$ cat config.mk
export PLATFORM = sky130hd
export DESIGN_NAME = smb_slave_fe
export DESIGN_NICKNAME = d
export VERILOG_FILES = /design/src/rtl/smb_fe_pkg.sv /design/src/rtl/smb_line_sync.sv /design/src/rtl/smb_low_timer.sv /design/src/rtl/smb_slave_fe.sv
export SDC_FILE = /design/constraint.sdc
export NUM_CORES = 1
export LEC_CHECK = 0
export BUFFER_PORTS_ARGS = -buffer_cell sky130_fd_sc_hd__buf_2
export CAP_MARGIN = 20
export CORE_UTILIZATION = 40
export CTS_CLUSTER_DIAMETER = 60
export DETAILED_ROUTE_END_ITERATION = 7
export PLACE_DENSITY = 0.55
export SETUP_SLACK_MARGIN = 0.5
export SLEW_MARGIN = 20
export SYNTH_ARGS = -nofsm -noshare
export SYNTH_HDL_FRONTEND = slang
export SYNTH_SLANG_ARGS = --single-unit
$ cat constraint.sdc
create_clock -name clk -period 3.3 [get_ports clk]
set_clock_uncertainty 0.2 [all_clocks]
set_input_delay 0.33 -clock clk [delete_from_list [all_inputs] [get_ports clk]]
set_output_delay 0.33 -clock clk [all_outputs]
set_load 0.03 [all_outputs]
$ cat src/rtl/smb_fe_pkg.sv
package smb_fe_pkg;
    typedef enum logic [2:0] {
        ST_IDLE, ST_RX, ST_ACK_SET, ST_ACK_HOLD, ST_TX, ST_TX_MACK, ST_SKIP
    } fe_state_e;

    typedef enum logic [1:0] { PH_ADDR, PH_CMD, PH_DATA } rx_phase_e;

    typedef enum logic [1:0] { AFT_CMD, AFT_DATA, AFT_READ, AFT_ARA } after_ack_e;
endpackage

$ cat src/rtl/smb_line_sync.sv
module smb_line_sync #(
    parameter int NLINES = 2
) (
    input  logic              clk,
    input  logic              rst_n,
    input  logic [NLINES-1:0] line_in,
    output logic [NLINES-1:0] line_s,
    output logic [NLINES-1:0] line_p
);
    for (genvar g = 0; g < NLINES; g++) begin : g_line
        logic meta_q, sync_q, prev_q;
        always_ff @(posedge clk or negedge rst_n) begin
            if (!rst_n) begin
                meta_q <= 1'b1;
                sync_q <= 1'b1;
                prev_q <= 1'b1;
            end else begin
                meta_q <= line_in[g];
                sync_q <= meta_q;
                prev_q <= sync_q;
            end
        end
        assign line_s[g] = sync_q;
        assign line_p[g] = prev_q;
    end
endmodule

$ cat src/rtl/smb_low_timer.sv
module smb_low_timer #(
    parameter int LIMIT = 2_500_000
) (
    input  logic clk,
    input  logic rst_n,
    input  logic line_low,
    output logic expired
);
    localparam int CW = $clog2(LIMIT + 1);

    logic [CW-1:0] cnt_d, cnt_q;
    logic          hit_d, hit_q;

    always_comb begin
        cnt_d = cnt_q;
        hit_d = 1'b0;
        if (!line_low) begin
            cnt_d = '0;
        end else if (cnt_q != CW'(LIMIT)) begin
            cnt_d = cnt_q + CW'(1);
            hit_d = (cnt_q == CW'(LIMIT - 1));
        end
    end

    always_ff @(posedge clk or negedge rst_n) begin
        if (!rst_n) begin
            cnt_q <= '0;
            hit_q <= 1'b0;
        end else begin
            cnt_q <= cnt_d;
            hit_q <= hit_d;
        end
    end

    assign expired = hit_q;
endmodule

$ cat src/rtl/smb_slave_fe.sv
module smb_slave_fe
    import smb_fe_pkg::*;
#(
    parameter logic [3:0] ADDR_HI     = 4'b0100,
    parameter int         NUM_REGS    = 7,
    parameter int         TIMEOUT_CYC = 2_500_000,
    parameter logic [6:0] ARA_ADDR    = 7'b0001100,
    localparam int        PW          = $clog2(NUM_REGS)
) (
    input  logic          clk,
    input  logic          rst_n,
    input  logic          scl_in,
    input  logic          sda_in,
    output logic          sda_oe,
    input  logic [2:0]    strap_addr,
    input  logic          alert_req,
    output logic          alert_clr,
    output logic [PW-1:0] reg_addr,
    output logic          reg_wr_en,
    output logic [7:0]    reg_wdata,
    input  logic [7:0]    reg_rdata
);
    typedef struct packed {
        fe_state_e  st;
        rx_phase_e  ph;
        after_ack_e aft;
        logic [2:0] cnt;
        logic [7:0] sh;
        logic [PW-1:0] ptr;
        logic       oe;
        logic       mack;
        logic       wr;
        logic [7:0] wdata;
        logic       aclr;
    } fe_t;

    logic [1:0] ln_s, ln_p;
    logic       tmo;

    smb_line_sync #(.NLINES(2)) u_sync (
        .clk(clk), .rst_n(rst_n),
        .line_in({sda_in, scl_in}), .line_s(ln_s), .line_p(ln_p)
    );

    smb_low_timer #(.LIMIT(TIMEOUT_CYC)) u_tmo (
        .clk(clk), .rst_n(rst_n), .line_low(~ln_s[0]), .expired(tmo)
    );

    logic scl_s, scl_p, sda_s, sda_p;
    logic ev_start, ev_stop, ev_rise, ev_fall;
    assign scl_s = ln_s[0];
    assign scl_p = ln_p[0];
    assign sda_s = ln_s[1];
    assign sda_p = ln_p[1];
    assign ev_start = scl_s & scl_p & sda_p & ~sda_s;
    assign ev_stop  = scl_s & scl_p & ~sda_p & sda_s;
    assign ev_rise  = scl_s & ~scl_p;
    assign ev_fall  = ~scl_s & scl_p;

    fe_t        r_d, r_q;
    logic [6:0] own_addr;
    logic [7:0] rx_byte, tx_byte;

    assign own_addr = {ADDR_HI, strap_addr};
    assign rx_byte  = {r_q.sh[6:0], sda_s};
    assign tx_byte  = (r_q.aft == AFT_ARA) ? {own_addr, 1'b0} : reg_rdata;

    always_comb begin
        r_d      = r_q;
        r_d.wr   = 1'b0;
        r_d.aclr = 1'b0;
        if (tmo) begin
            r_d.st = ST_IDLE;
            r_d.oe = 1'b0;
        end else if (ev_start) begin
            r_d.st  = ST_RX;
            r_d.ph  = PH_ADDR;
            r_d.cnt = '0;
            r_d.oe  = 1'b0;
        end else if (ev_stop) begin
            r_d.st = ST_IDLE;
            r_d.oe = 1'b0;
        end else begin
            unique case (r_q.st)
                ST_RX: if (ev_rise) begin
                    r_d.sh  = rx_byte;
                    r_d.cnt = r_q.cnt + 3'd1;
                    if (r_q.cnt == 3'd7) begin
                        r_d.st = ST_SKIP;
                        unique case (r_q.ph)
                            PH_ADDR: begin
                                if (rx_byte[7:1] == own_addr) begin
                                    r_d.st  = ST_ACK_SET;
                                    r_d.aft = rx_byte[0] ? AFT_READ : AFT_CMD;
                                end else if (rx_byte[7:1] == ARA_ADDR && rx_byte[0] && alert_req) begin
                                    r_d.st   = ST_ACK_SET;
                                    r_d.aft  = AFT_ARA;
                                    r_d.aclr = 1'b1;
                                end
                            end
                            PH_CMD: begin
                                if (rx_byte < 8'(NUM_REGS)) begin
                                    r_d.ptr = rx_byte[PW-1:0];
                                    r_d.st  = ST_ACK_SET;
                                    r_d.aft = AFT_DATA;
                                end
                            end
                            default: begin
                                r_d.wr    = 1'b1;
                                r_d.wdata = rx_byte;
                                r_d.st    = ST_ACK_SET;
                                r_d.aft   = AFT_DATA;
                            end
                        endcase
                    end
                end
                ST_ACK_SET: if (ev_fall) begin
                    r_d.oe = 1'b1;
                    r_d.st = ST_ACK_HOLD;
                end
                ST_ACK_HOLD: if (ev_fall) begin
                    r_d.cnt = '0;
                    unique case (r_q.aft)
                        AFT_CMD: begin
                            r_d.st = ST_RX;
                            r_d.ph = PH_CMD;
                            r_d.oe = 1'b0;
                        end
                        AFT_DATA: begin
                            r_d.st = ST_RX;
                            r_d.ph = PH_DATA;
                            r_d.oe = 1'b0;
                        end
                        default: begin
                            r_d.st = ST_TX;
                            r_d.sh = tx_byte;
                            r_d.oe = ~tx_byte[7];
                        end
                    endcase
                end
                ST_TX: if (ev_fall) begin
                    if (r_q.cnt == 3'd7) begin
                        r_d.oe  = 1'b0;
                        r_d.st  = ST_TX_MACK;
                        r_d.cnt = '0;
                    end else begin
                        r_d.sh  = {r_q.sh[6:0], 1'b0};
                        r_d.oe  = ~r_q.sh[6];
                        r_d.cnt = r_q.cnt + 3'd1;
                    end
                end
                ST_TX_MACK: begin
                    if (ev_rise) begin
                        r_d.mack = ~sda_s;
                    end else if (ev_fall) begin
                        if (r_q.mack) begin
                            r_d.st = ST_TX;
                            r_d.sh = tx_byte;
                            r_d.oe = ~tx_byte[7];
                        end else begin
                            r_d.st = ST_SKIP;
                        end
                    end
                end
                default: ;
            endcase
        end
    end

    always_ff @(posedge clk or negedge rst_n) begin
        if (!rst_n) r_q <= '0;
        else        r_q <= r_d;
    end

    assign sda_oe    = r_q.oe;
    assign alert_clr = r_q.aclr;
    assign reg_addr  = r_q.ptr;
    assign reg_wr_en = r_q.wr;
    assign reg_wdata = r_q.wdata;
endmodule

==> results.txt <==
----------------------------------------------------
[Drt]
  Antenna violation net count after detailed routing ... 0
  Violation count after the first detailed-routing iteration ... roughly 140
  Via-to-Cell Ratio ... 5.51
  DRT Wirelength ... between 7000 and 8000 µm
  Drt drc ... 0
  First drt pass iteration count ... 4
  Average wire per standard cell ... 16.1 µm
  Detailed-route via count ... 2624

[STA]
  Fmax ... ~0.4 GHz
  Unrepaired setup endpoints after global routing ... false
  Number of pins with negative max-slew slack in the final report ... 0
  Least-Margin Pin Slew ... between 0.6 and 0.7 ns
  Max-slew headroom ... 56.1%
  Minimum period implied by the final worst setup slack ... between 2 and 3 ns
  Fin crit share ... 78.0%
  Final total negative setup slack ... 0 ns
  Final setup viols ... 0
  Fin. Hold Viols ... 0
  Min setup slack post-route ... about 0.73 ns

[Critical path]
  Required time of the critical path ... ~3.3 ns
  Endpoint arrival time on the critical path ... roughly 2.6 ns
  Largest fanout on the critical path ... 7
  Startpoint type of the worst setup path ... flip-flop
  Flop2flop setup slack ... around 0.73 ns
  Crit. End Element ... flip-flop
  Crit Path Class ... flip-flop to flip-flop

[Place]
  Count of input and output buffers ... 29
  Worst setup timing slack at the placement stage ... between 0.7 and 0.8 ns
  Post-detailed-placement cell area ... 0.00368 mm²
  Detailed Place HPWL ... roughly 5300 µm
  Final weighted congestion in routability-driven placement ... 0.877

[Yosys]
  Net Count, Synth ... roughly 360
  Distinct cell type count of the synthesized netlist ... 66
  Syn avg cell area ... approximately 10 µm²
  Register area share after synthesis ... between 40% and 50%
  Synth warnings ... 0
  Multiplexer area fraction after synthesis ... 9.93%
  Synthesized flop and latch total ... between 60 and 70
  Biggest area consumer among synthesized cells ... sky130_fd_sc_hd__dfrtp_1
  Synth Area in Compound Gates ... approximately an eighth
  Netlist Area Pre-Place ... between 0.003 and 0.004 mm²
  Syn Inst Count ... between 300 and 400
  Number of flops mapped to enable cells by yosys ... 0
  Top cells by area in the synthesized netlist ... sky130_fd_sc_hd__dfrtp_1, sky130_fd_sc_hd__dfstp_2, sky130_fd_sc_hd__mux2_1
  Adder and majority cell fraction of the synthesized area ... around 2.1%
  Dominant combinational cell family by area after synthesis ... simple AND/OR/NAND/NOR gates
  Flip-flop cell with the highest count after synthesis ... sky130_fd_sc_hd__dfrtp_1
  Post-Synth XOR/XNOR Area ... between 5 and 6%
  Simple-gate share of the synthesized area ... 21.5%
  Fraction of synthesis flops using an asynchronous set or reset pin ... between 90% and 100%
  Top cell type's share of synthesized area ... 39.3%

[Final layout]
  Design Area, Final ... 0.00393 mm²
  Share of layout cells above drive strength 1 ... 20.5%
  Leading cell type in the layout, fill and taps excluded ... sky130_fd_sc_hd__dfrtp_1
  Area grow syn2layout ... 12.1%
  Highest-count cells in the layout ignoring fill and taps ... sky130_fd_sc_hd__dfrtp_1, sky130_fd_sc_hd__nor2_1, sky130_fd_sc_hd__buf_2
  Post-layout nets ... ~390
  Number of antenna cells inserted ... 0

[Min path]
  Class of the worst hold path ... flip-flop to flip-flop

[Floorplanning]
  FP Rows ... 33
  Total Die Area ... 0.00914 mm²
  I/O pin total ... 30
  Core Box Area ... around 0.0083 mm²
  Width of the die ... approximately 96 µm
  Effective utilization at floorplan ... between 40% and 50%
  Die Y ... roughly 96 µm

[Clocking]
  TritonCTS clock tree ... done
  Setup bufs post-CTS ... 0
  Deepest level of the CTS H-tree ... 3
  Latest clock arrival within the worst-skew pair ... about 0.35 ns
  Clock slew seen by the registers of the worst setup and hold paths ... 0.07 ns
  Number of sinks driven by the clock tree ... between 60 and 70
  Clock buffers created by TritonCTS ... 9
  Maximum buffer depth of the clock tree ... 2
  Root buffer cell ... sky130_fd_sc_hd__clkbuf_8

[Job]
  Number of violations of the max-capacitance limit ... 0

[Pwr]
  Leakage power summed over all cells ... between 0.0015 and 0.002 µW
  Final Total Pwr ... about 2500 µW
  Peak VDD IR ... approximately 0.00026 V
  Cell area power density ... between 600 and 700 mW/mm²

[GRT]
  Via count of the first global-routing pass ... 2602
  Overall Global Routing Usage ... a little under a fifth
  Number of antenna violations at the first check in global routing ... 0
  Maximum number of pins on one net before global-route repair ... 36
  Overflow after GRT ... 0
  Wire length of the first global-routing pass ... about 13000 µm

[Run status]
  Outcome ... completed

----------------------------------------------------
==> registers in the layout, summed over array words and instances (netlist names) <==
| name | count |
|---|---|
| reg_wdata | 8 |
| sda_oe | 1 |
| u_tmo.cnt_q | 22 |
| u_sync.g_line.meta_q | 2 |
| reg_addr | 3 |
| u_tmo.expired | 1 |
| u_sync.g_line.sync_q | 2 |
| reg_wr_en | 1 |
| u_sync.g_line.prev_q | 2 |
| alert_clr | 1 |
| r_q | 18 |
==> what timing repair did <==
action / 4_1_cts / 5_1_grt
hold buffers: 3 / 0
endpoints found under the hold margin: 22 / 0
resized for setup: 0 / 0
==> synth_stat cells (8+ instances only) <==
library cell and instances:
sky130_fd_sc_hd__a21oi_1 10, sky130_fd_sc_hd__and3_1 10, sky130_fd_sc_hd__buf_4 11, sky130_fd_sc_hd__dfrtp_1 55, sky130_fd_sc_hd__inv_1 11, sky130_fd_sc_hd__mux2_1 12, sky130_fd_sc_hd__mux2_4 8, sky130_fd_sc_hd__nand2_1 17
sky130_fd_sc_hd__nand3_1 16, sky130_fd_sc_hd__nor2_1 32, sky130_fd_sc_hd__nor2b_1 8, sky130_fd_sc_hd__xor2_1 14
==> per-stage QoR <==
stage	utilization, %	std cells	hold slack, ns
after floorplan	-	341	-0.166
after global placement	44.2	457	0.148
after detailed placement	44.2	457	0.147
after CTS	47.1	476	0.149
after global routing	47.1	476	0.159
final	47.1	476	0.156
==> cell type report <==
class	instances	area, µm²
inverter	12	45.0
tap	105	131
timing repair buffer	39	228
multi-input combinational	243	1780
fill	807	4410
sequential	61	1530
clock inverter	7	90.1
clock buffer	9	124
==> metal layers <==
| metal | up-vias | part of all wire [%] | GRT usage (%) |
|---|---|---|---|
| met5 | - | 0 | 0 |
| met4 | 0 | 1.6 | 7.46 |
| met3 | 11 | 3.9 | 4.07 |
| met2 | 45 | 48 | 31.6 |
| met1 | 1291 | 47 | 22.8 |
| li1 | 1277 | - | - |
==> logic make-up (layout without fill, tap and decap cells) <==
family / count (synthesis) / after routing
buf+inv: 37 / 67
flops: 61 / 61
fa+ha+maj: 6 / 6
xor+xnor: 21 / 21
compound gates: 56 / 56
mux: 29 / 29
simple gates: 131 / 131
==> power by group <==
part / internal, µW / leakage (µW) / switching (µW) / total, µW
combinational: 378 / 0.000845 / 445 / 823
clock: 421 / 0.000105 / 310 / 730
sequential: 825 / 0.000807 / 120 / 946
total: 1620 / 0.00176 / 875 / 2500
==> path summary, 6_finish.rpt <==
| kind | startpoint | to | cells past startpoint |
|---|---|---|---|
| max in group asynchronous | rst_n | r_q[16] | 3 |
| min reg2reg | u_sync.g_line[0].meta_q | u_sync.g_line[0].sync_q | 0 |
| max reg2reg | r_q[23] | r_q[17] | 7 |
| min in group asynchronous | rst_n | r_q[10] | 2 |
| min | u_sync.g_line[0].meta_q | u_sync.g_line[0].sync_q | 0 |
| max | r_q[23] | r_q[17] | 7 |
==> critical path, stage by stage (launching register included) <==
cell                       delay [ns]
sky130_fd_sc_hd__dfrtp_1         0.40
sky130_fd_sc_hd__ha_1            0.21
sky130_fd_sc_hd__ha_1            0.25
sky130_fd_sc_hd__or3b_1          0.18
sky130_fd_sc_hd__a21oi_1         0.06
sky130_fd_sc_hd__a2111o_1        0.42
sky130_fd_sc_hd__nor3_4          0.40
sky130_fd_sc_hd__mux2_4          0.34
(Power assumes the default switching activity.)
